### src/rtl/icache_pkg.sv
package icache_pkg;

    // Controller sequencing: serve hits, retarget a segment, fill one word.
    typedef enum logic [1:0] {
        ST_IDLE  = 2'd0,
        ST_EVICT = 2'd1,
        ST_FILL  = 2'd2
    } fill_state_t;

endpackage

### src/rtl/icache_lru.sv
module icache_lru #(
    parameter int NSEG  = 4,
    parameter int SEG_W = $clog2(NSEG)
) (
    input  logic             clk,
    input  logic             rst_n,
    input  logic             flush,
    input  logic             touch_en,
    input  logic [SEG_W-1:0] touch_seg,
    output logic [SEG_W-1:0] victim
);

    // order[0] is most recent, order[NSEG-1] least recent
    logic [SEG_W-1:0] order     [NSEG];
    logic [SEG_W-1:0] order_nxt [NSEG];
    logic [SEG_W-1:0] hit_pos;
    logic [NSEG-1:0]  occupied;

    always_comb begin
        hit_pos = '0;
        for (int i = 0; i < NSEG; i++) begin
            if (order[i] == touch_seg) hit_pos = SEG_W'(i);
        end
        order_nxt[0] = touch_seg;
        for (int i = 1; i < NSEG; i++) begin
            if (i <= int'(hit_pos)) order_nxt[i] = order[i-1];
            else                    order_nxt[i] = order[i];
        end
    end

    always_ff @(posedge clk or negedge rst_n) begin
        if (!rst_n) begin
            for (int i = 0; i < NSEG; i++) order[i] <= SEG_W'(i);
        end else if (flush) begin
            for (int i = 0; i < NSEG; i++) order[i] <= SEG_W'(i);
        end else if (touch_en) begin
            for (int i = 0; i < NSEG; i++) order[i] <= order_nxt[i];
        end
    end

    assign victim = order[NSEG-1];

    always_comb begin
        occupied = '0;
        for (int i = 0; i < NSEG; i++) occupied[order[i]] = 1'b1;
    end

    // the stack always names every segment exactly once
    assert_lru_perm_R5: assert property (@(posedge clk) disable iff (!rst_n)
        occupied == {NSEG{1'b1}});

    // a touched segment becomes most recent
    assert_lru_touch_mru_R5: assert property (@(posedge clk) disable iff (!rst_n)
        (touch_en && !flush) |=> (order[0] == $past(touch_seg)));

    // flush restores ascending order, least recent is the last segment
    assert_lru_flush_order_R7: assert property (@(posedge clk) disable iff (!rst_n)
        flush |=> (order[0] == '0 && victim == SEG_W'(NSEG-1)));

endmodule

### src/rtl/icache_tags.sv
module icache_tags #(
    parameter int NSEG  = 4,
    parameter int WPS   = 32,
    parameter int TAG_W = 27,
    parameter int SEG_W = $clog2(NSEG),
    parameter int OFF_W = $clog2(WPS)
) (
    input  logic             clk,
    input  logic             rst_n,
    input  logic             flush,
    input  logic [TAG_W-1:0] lookup_tag,
    input  logic [OFF_W-1:0] lookup_off,
    input  logic             load_en,
    input  logic [SEG_W-1:0] load_seg,
    input  logic             set_en,
    input  logic [SEG_W-1:0] set_seg,
    input  logic [OFF_W-1:0] set_off,
    output logic             tag_hit,
    output logic [SEG_W-1:0] hit_seg,
    output logic             word_present
);

    logic [TAG_W-1:0]           tag_q [NSEG];
    logic [NSEG-1:0]            seg_valid;
    logic [NSEG-1:0][WPS-1:0]   present;
    logic [NSEG-1:0]            match;

    // parallel comparators, one per segment
    for (genvar g = 0; g < NSEG; g++) begin : g_cmp
        assign match[g] = seg_valid[g] && (tag_q[g] == lookup_tag);
    end

    always_comb begin
        hit_seg = '0;
        for (int i = NSEG - 1; i >= 0; i--) begin
            if (match[i]) hit_seg = SEG_W'(i);
        end
    end

    assign tag_hit      = |match;
    assign word_present = present[hit_seg][lookup_off];

    always_ff @(posedge clk or negedge rst_n) begin
        if (!rst_n) begin
            seg_valid <= '0;
            present   <= '0;
            for (int i = 0; i < NSEG; i++) tag_q[i] <= '0;
        end else if (flush) begin
            present <= '0;
        end else begin
            if (load_en) begin
                tag_q[load_seg]     <= lookup_tag;
                seg_valid[load_seg] <= 1'b1;
                present[load_seg]   <= '0;
            end
            if (set_en) present[set_seg][set_off] <= 1'b1;
        end
    end

    // a tag lives in at most one segment
    for (genvar a = 0; a < NSEG; a++) begin : g_uniq_a
        for (genvar b = a + 1; b < NSEG; b++) begin : g_uniq_b
            assert_tag_unique_R4: assert property (@(posedge clk) disable iff (!rst_n)
                !(seg_valid[a] && seg_valid[b] && tag_q[a] == tag_q[b]));
        end
    end

    // a retargeted segment starts with every word absent
    assert_evict_clears_R4: assert property (@(posedge clk) disable iff (!rst_n)
        (load_en && !flush) |=> (present[$past(load_seg)] == '0));

    // flush empties every flag
    assert_flush_clears_R6: assert property (@(posedge clk) disable iff (!rst_n)
        flush |=> (present == '0));

endmodule

### src/rtl/icache_store.sv
module icache_store #(
    parameter int DEPTH  = 128,
    parameter int DATA_W = 32,
    parameter int IDX_W  = $clog2(DEPTH)
) (
    input  logic              clk,
    input  logic              wr_en,
    input  logic [IDX_W-1:0]  wr_idx,
    input  logic [DATA_W-1:0] wr_data,
    input  logic [IDX_W-1:0]  rd_idx,
    output logic [DATA_W-1:0] rd_data
);

    logic [DATA_W-1:0] words [DEPTH];

    always_ff @(posedge clk) begin
        if (wr_en) words[wr_idx] <= wr_data;
    end

    assign rd_data = words[rd_idx];

endmodule

### src/rtl/icache_ctrl.sv
module icache_ctrl
    import icache_pkg::*;
#(
    parameter int ADDR_W = 32,
    parameter int DATA_W = 32,
    parameter int NSEG   = 4,
    parameter int WPS    = 32
) (
    input  logic              clk,
    input  logic              rst_n,
    input  logic              flush,
    input  logic              fetch_req,
    input  logic [ADDR_W-1:0] fetch_addr,
    output logic              fetch_ready,
    output logic [DATA_W-1:0] fetch_data,
    output logic              mem_req,
    output logic [ADDR_W-1:0] mem_addr,
    input  logic              mem_ack,
    input  logic [DATA_W-1:0] mem_data
);

    localparam int OFF_W = $clog2(WPS);
    localparam int TAG_W = ADDR_W - OFF_W;
    localparam int SEG_W = $clog2(NSEG);
    localparam int IDX_W = SEG_W + OFF_W;

    fill_state_t       state, state_nxt;
    logic [SEG_W-1:0]  fill_seg, fill_seg_nxt;

    logic [TAG_W-1:0]  req_tag;
    logic [OFF_W-1:0]  req_off;
    logic              tag_hit, word_present;
    logic [SEG_W-1:0]  hit_seg, victim;
    logic              load_en, set_en, touch_en, idle_hit;
    logic [SEG_W-1:0]  touch_seg;
    logic [DATA_W-1:0] rd_data;

    assign req_tag = fetch_addr[ADDR_W-1:OFF_W];
    assign req_off = fetch_addr[OFF_W-1:0];

    icache_tags #(
        .NSEG(NSEG), .WPS(WPS), .TAG_W(TAG_W), .SEG_W(SEG_W), .OFF_W(OFF_W)
    ) u_tags (
        .clk(clk), .rst_n(rst_n), .flush(flush),
        .lookup_tag(req_tag), .lookup_off(req_off),
        .load_en(load_en), .load_seg(fill_seg),
        .set_en(set_en), .set_seg(fill_seg), .set_off(req_off),
        .tag_hit(tag_hit), .hit_seg(hit_seg), .word_present(word_present)
    );

    icache_lru #(.NSEG(NSEG), .SEG_W(SEG_W)) u_lru (
        .clk(clk), .rst_n(rst_n), .flush(flush),
        .touch_en(touch_en), .touch_seg(touch_seg), .victim(victim)
    );

    icache_store #(.DEPTH(NSEG * WPS), .DATA_W(DATA_W), .IDX_W(IDX_W)) u_store (
        .clk(clk), .wr_en(set_en), .wr_idx({fill_seg, req_off}), .wr_data(mem_data),
        .rd_idx({hit_seg, req_off}), .rd_data(rd_data)
    );

    // state register
    always_ff @(posedge clk or negedge rst_n) begin
        if (!rst_n) begin
            state    <= ST_IDLE;
            fill_seg <= '0;
        end else begin
            state    <= state_nxt;
            fill_seg <= fill_seg_nxt;
        end
    end

    // transitions
    always_comb begin
        state_nxt    = state;
        fill_seg_nxt = fill_seg;
        unique case (state)
            ST_IDLE: begin
                if (fetch_req && !(tag_hit && word_present)) begin
                    if (tag_hit) begin
                        state_nxt    = ST_FILL;
                        fill_seg_nxt = hit_seg;
                    end else begin
                        state_nxt    = ST_EVICT;
                        fill_seg_nxt = victim;
                    end
                end
            end
            ST_EVICT: state_nxt = ST_FILL;
            ST_FILL:  if (mem_ack) state_nxt = ST_IDLE;
            default:  state_nxt = ST_IDLE;
        endcase
        if (flush) state_nxt = ST_IDLE;
    end

    // outputs and datapath strobes
    always_comb begin
        load_en     = 1'b0;
        set_en      = 1'b0;
        idle_hit    = 1'b0;
        mem_req     = 1'b0;
        fetch_data  = mem_data;
        unique case (state)
            ST_IDLE: begin
                idle_hit   = fetch_req && tag_hit && word_present && !flush;
                fetch_data = rd_data;
            end
            ST_EVICT: load_en = !flush;
            ST_FILL: begin
                mem_req = !flush;
                set_en  = mem_ack && !flush;
            end
            default: ;
        endcase
        fetch_ready = idle_hit || set_en;
        touch_en    = idle_hit || set_en;
        touch_seg   = idle_hit ? hit_seg : fill_seg;
    end

    assign mem_addr = fetch_addr;

    // a hit never involves external memory
    assert_hit_no_mem_R2: assert property (@(posedge clk) disable iff (!rst_n)
        (state == ST_IDLE && fetch_ready) |-> !mem_req);

    // data is only handed out for a pending request
    assert_ready_has_req_R2: assert property (@(posedge clk) disable iff (!rst_n)
        fetch_ready |-> fetch_req);

    // a waiting request stays up with a stable address
    assert_req_hold_R8: assert property (@(posedge clk) disable iff (!rst_n)
        (mem_req && !mem_ack && !flush) |=> ((mem_req || flush) && $stable(mem_addr)));

    // a retarget cycle is always followed by a fill
    assert_evict_to_fill_R4: assert property (@(posedge clk) disable iff (!rst_n)
        (state == ST_EVICT && !flush) |=> (state == ST_FILL));

endmodule

### config.mk
export PLATFORM = sky130hd
export DESIGN_NAME = icache_ctrl
export DESIGN_NICKNAME = d
export VERILOG_FILES = /design/src/rtl/icache_pkg.sv /design/src/rtl/icache_lru.sv /design/src/rtl/icache_tags.sv /design/src/rtl/icache_store.sv /design/src/rtl/icache_ctrl.sv
export SDC_FILE = /design/constraint.sdc
export NUM_CORES = 2
export LEC_CHECK = 0
export BUFFER_PORTS_ARGS = -buffer_cell sky130_fd_sc_hd__buf_4
export CORE_ASPECT_RATIO = 0.7
export CORE_MARGIN = 4
export CORE_UTILIZATION = 40
export DETAILED_ROUTE_END_ITERATION = 8
export GPL_ROUTABILITY_DRIVEN = 0
export SYNTH_ARGS = -nofsm -noshare
export SYNTH_HDL_FRONTEND = slang
export SYNTH_SLANG_ARGS = --single-unit
### constraint.sdc
create_clock -name clk -period 6 [get_ports clk]
set_clock_uncertainty 0.15 [all_clocks]
set_input_delay 0.6 -clock clk [delete_from_list [all_inputs] [get_ports clk]]
set_output_delay 0.6 -clock clk [all_outputs]
set_load 0.1 [all_outputs]
==> summary.md <==
| Metric | Value |
|---|---|
| DR vias/cell | `6.22` |
| Post-synth EDFFs | `4096` |
| Port buffer count | `134` |
| Seq/Total Area, Yosys | `76.6%` |
| Core Box Area | `0.420 sq mm` |
| Total grt overflow | `0` |
| CP peak stage delay | `550 ps` |
| Final hold vios | `0` |
| Synthesis Warnings | `0` |
| Vias | `86500` |
| Synth-to-Final Area Change | `15.0%` |
| Fillcell total | `34200` |
| Pwr Density | `322 mW/mm^2` |
| Post-layout util | `46.2%` |
| Post-Route WL | `510000 microns` |
| Worst-Margin Slew | `1340 ps` |
| Mapped Area | `0.169 sq mm` |
| # nets final | `8021` |
| Layout cells sized above 1 | `33.1%` |
| Drt wl/cell | `36.7 microns` |
| Synth Flop Type | `edfxtp_1` |
| Cell family with most CP delay | `simple AND/OR/NAND/NOR gates` |
| CTS H-tree depth | `5` |
| Clock latency on the worst-skew pair | `980 ps` |
| Slowest stage cell, crit path | `dlygate4sd3_1` |
| Synth cell types | `81` |
| DRC | `11` |
| Die Footprint | `0.433 sq mm` |
| Clock root buffer master | `clkbuf_16` |
| Max-slew violations | `0` |
| Cell Chain, Critical Path | `dlygate4sd3_1 > buf_4 > buf_4 > xnor2_2 > nand4_1 > nor4_4 > buf_4 > nand2_1 > nor3_1 > buf_4 > a221oi_1 > nand3_1 > or4bb_1 > a22o_2 > nor3_4 > or2_1 > buf_12 > buf_12` |
| Worst-path clk slew | `70 ps` |
| Post-placement cell count | `13100` |
| Fmax | `166 MHz` |
| CP Buf/Inv Count | `7` |
| Worst Setup End Kind | `output pin` |
| Largest net degree at the start of global routing | `141` |
| Worst Path Max Fanout | `10` |
| Clock sink count | `4348` |
| Crit start category | `input port` |
| Site Rows | `199` |
| Drt first pass iters | `9` |
| Met2 usage | `33.0%` |
| Gr usage total | `23.3%` |
| Setup Crit Path Kind | `input port to output pin` |
| Most frequent CP cell | `buf_4` |
| Post-DRT Antenna Nets | `0` |
| P_leak | `61.0 nW` |
| TritonCTS buffer count | `394` |
| Maximum resistive drop on vdd | `0.255 mV` |
| Initial antenna violation count | `57` |
| Non-filler instance count after layout | `13900` |
| Asr flop ratio synth | `5.80%` |
| Number of global-route vias before repair | `83500` |
| Num ports | `135` |
| Worst hold path type | `input port to flop` |
| Most Used Layer, Global Route | `met1` |
| Die Wd | `784 microns` |
| Chip Height | `552 microns` |
| Number of synthesized register bits | `4348` |
| Count of final setup violators | `1` |
| Post-Synthesis Cells | `7399` |
| Period utilization | `100%` |
| Met3 Track Usage GR | `6.66%` |
| Failing checks | `DRC, setup timing` |
| CP Data Arrival Time | `5260 ps` |
| M1 GR Usage | `35.4%` |
| Avg Inst Size Synth | `22.8 sq um` |
| CTS tree | `done` |
| First-pass GRT wire length | `699000 microns` |
| Status | `complete, but fails checks` |
| Clock Tree Buf Depth | `4` |
| Worst slew margin | `8.28%` |
| Syn nets | `7468` |
| Req. time, crit path | `5250 ps` |
| Initial Util | `40.2%` |
| Post-DP HPWL | `291000 microns` |
| Final WS setup | `-10.9 ps` |
| DRT iter0 DRCs | `14800` |
| # Max-Cap Violations | `0` |
| Final worst path period need | `6010 ps` |
## area by class of cell
type / instances / area [sq um] / area share (%)
well taps: 5628 / 7040 / 3.63
clock inverters: 232 / 2090 / 1.07
multi-input cells: 2584 / 38800 / 20.0
clock buffers: 481 / 10300 / 5.32
inverters: 14 / 52.6 / 0.0271
repair buffers: 610 / 6520 / 3.36
diodes: 10 / 25.0 / 0.0129
flip-flops and latches: 4348 / 129000 / 66.6
## worst register-to-register path, cell delays in order (launching register included)
cell	delay, ps
dfrtp_1	400
xor2_1	180
nor4_1	300
nand4_1	310
buf_6	260
or3_1	450
buf_4	210
a21o_1	180
buf_4	180
and2_0	170
o32a_1	340
a41oi_2	270
a22o_2	250
nor3_4	70
buf_4	160
buf_4	150
a311o_1	400
nor3_2	370
nor3_1	130
a211o_1	310
## worst paths after layout
check                                        startpoint                         endpoint  slack (ps)  cells after the start
max                                      fetch_addr[30]                      fetch_ready         -10                     18
min                                        mem_data[20]  u_store.words[28][20]$_DFFE_PP_          70                      1
max reg2reg                u_tags.tag_q[70]$_DFFE_PN0P_       u_lru.order[5]$_DFFE_PN0P_         660                     19
min reg2reg                u_tags.tag_q[92]$_DFFE_PN0P_     u_tags.tag_q[92]$_DFFE_PN0P_         370                      2
max in group asynchronous                         rst_n     u_tags.present[25]$_DFF_PN0_        4080                      3
min in group asynchronous                         rst_n     u_tags.tag_q[98]$_DFFE_PN0P_         150                      2
## through the flow
stage	hold slack (ps)	power (mW)	instance area, sq um	worst slack, ps	TNS (ps)
final	74.8	62.6	194000	-10.9	-10.9
after CTS	14.3	62.9	194000	34.9	0
after floorplan	154	36.4	169000	116	0
after detailed placement	355	38.3	181000	93.5	0
after global placement	352	38.3	181000	165	0
after global routing	59.3	64.5	194000	-16.1	-18.1
## logic make-up after synthesis
| group | after synthesis | synth area share [%] |
|---|---|---|
| multiplexers | 1472 | 18.6 |
| AND/OR/NAND/NOR | 639 | 1.77 |
| buffers and inverters | 467 | 1.15 |
| XOR/XNOR | 105 | 0.545 |
| AO/OA/AOI/OAI | 368 | 1.37 |
| flip-flops | 4348 | 76.6 |
## routing by layer
metal	vias to the layer above	part of all wire (%)
met4	22	3.0
met3	893	13
met1	47100	41
li1	32500	-
met5	-	0.073
met2	5937	43
## where the power goes
part / leakage (nW) / internal [mW] / switching (mW)
sequential: 40.2 / 33.3 / 0.155
clock: 6.10 / 13.6 / 11.2
combinational: 14.7 / 1.54 / 2.73
total: 61.0 / 48.5 / 14.1
## registers in the layout (all words and copies together) (netlist names)
register,cells
u_tags.present,128
u_tags.tag_q,108
state,2
u_lru.order,6
u_tags.seg_valid,4
u_lru.victim,2
u_store.words,4096
fill_seg,2
## timing repair
action | CTS | global route
hold buffers | 47 | 0
setup buffers | 4 | 3
gates cloned | 1 | 0
gates resized for setup | 15 | 18
pin swaps | 2 | 6
endpoints found under the setup margin | 12 | 8
endpoints found under the hold margin | 562 | 0
## cells in the final DEF (no fill, tap or decap), drive strengths merged, types with 47 or more instances in the layout
| cell type | netlist | final |
|---|---|---|
| xnor2 | 74 | 74 |
| a21oi | 176 | 176 |
| dfrtp | 248 | 248 |
| clkbuf | 278 | 481 |
| clkinv | 0 | 179 |
| buf | 175 | 562 |
| o21ai | 55 | 55 |
| nor2 | 288 | 288 |
| mux2 | 113 | 113 |
| dlygate4sd3 | 0 | 47 |
| nand2 | 134 | 134 |
| mux4 | 1318 | 1318 |
| edfxtp | 4096 | 4096 |
## cells in the mapped netlist, types with 8 or more instances
cell / count / share of area, %
dfrtp_1: 248 / 3.7
nand2b_1: 23 / 0.085
mux2i_1: 41 / 0.24
and3_1: 9 / 0.033
inv_1: 14 / 0.031
a31oi_1: 8 / 0.030
buf_1: 108 / 0.24
o21ai_0: 55 / 0.16
buf_4: 32 / 0.14
mux4_2: 1318 / 18
clkbuf_1: 278 / 0.62
xnor2_1: 74 / 0.38
nand4_1: 43 / 0.16
xor2_1: 31 / 0.16
and2_1: 10 / 0.037
nor3_1: 12 / 0.036
nor2_1: 288 / 0.64
buf_2: 32 / 0.095
nand3_1: 35 / 0.10
nand2_1: 134 / 0.30
nor4_1: 19 / 0.070
a221o_1: 9 / 0.053
a21o_1: 9 / 0.040
a211oi_1: 39 / 0.17
edfxtp_1: 4096 / 73
mux2_2: 112 / 0.75
nor2b_1: 23 / 0.085
a21oi_1: 174 / 0.52
(Power assumes the default switching activity.)
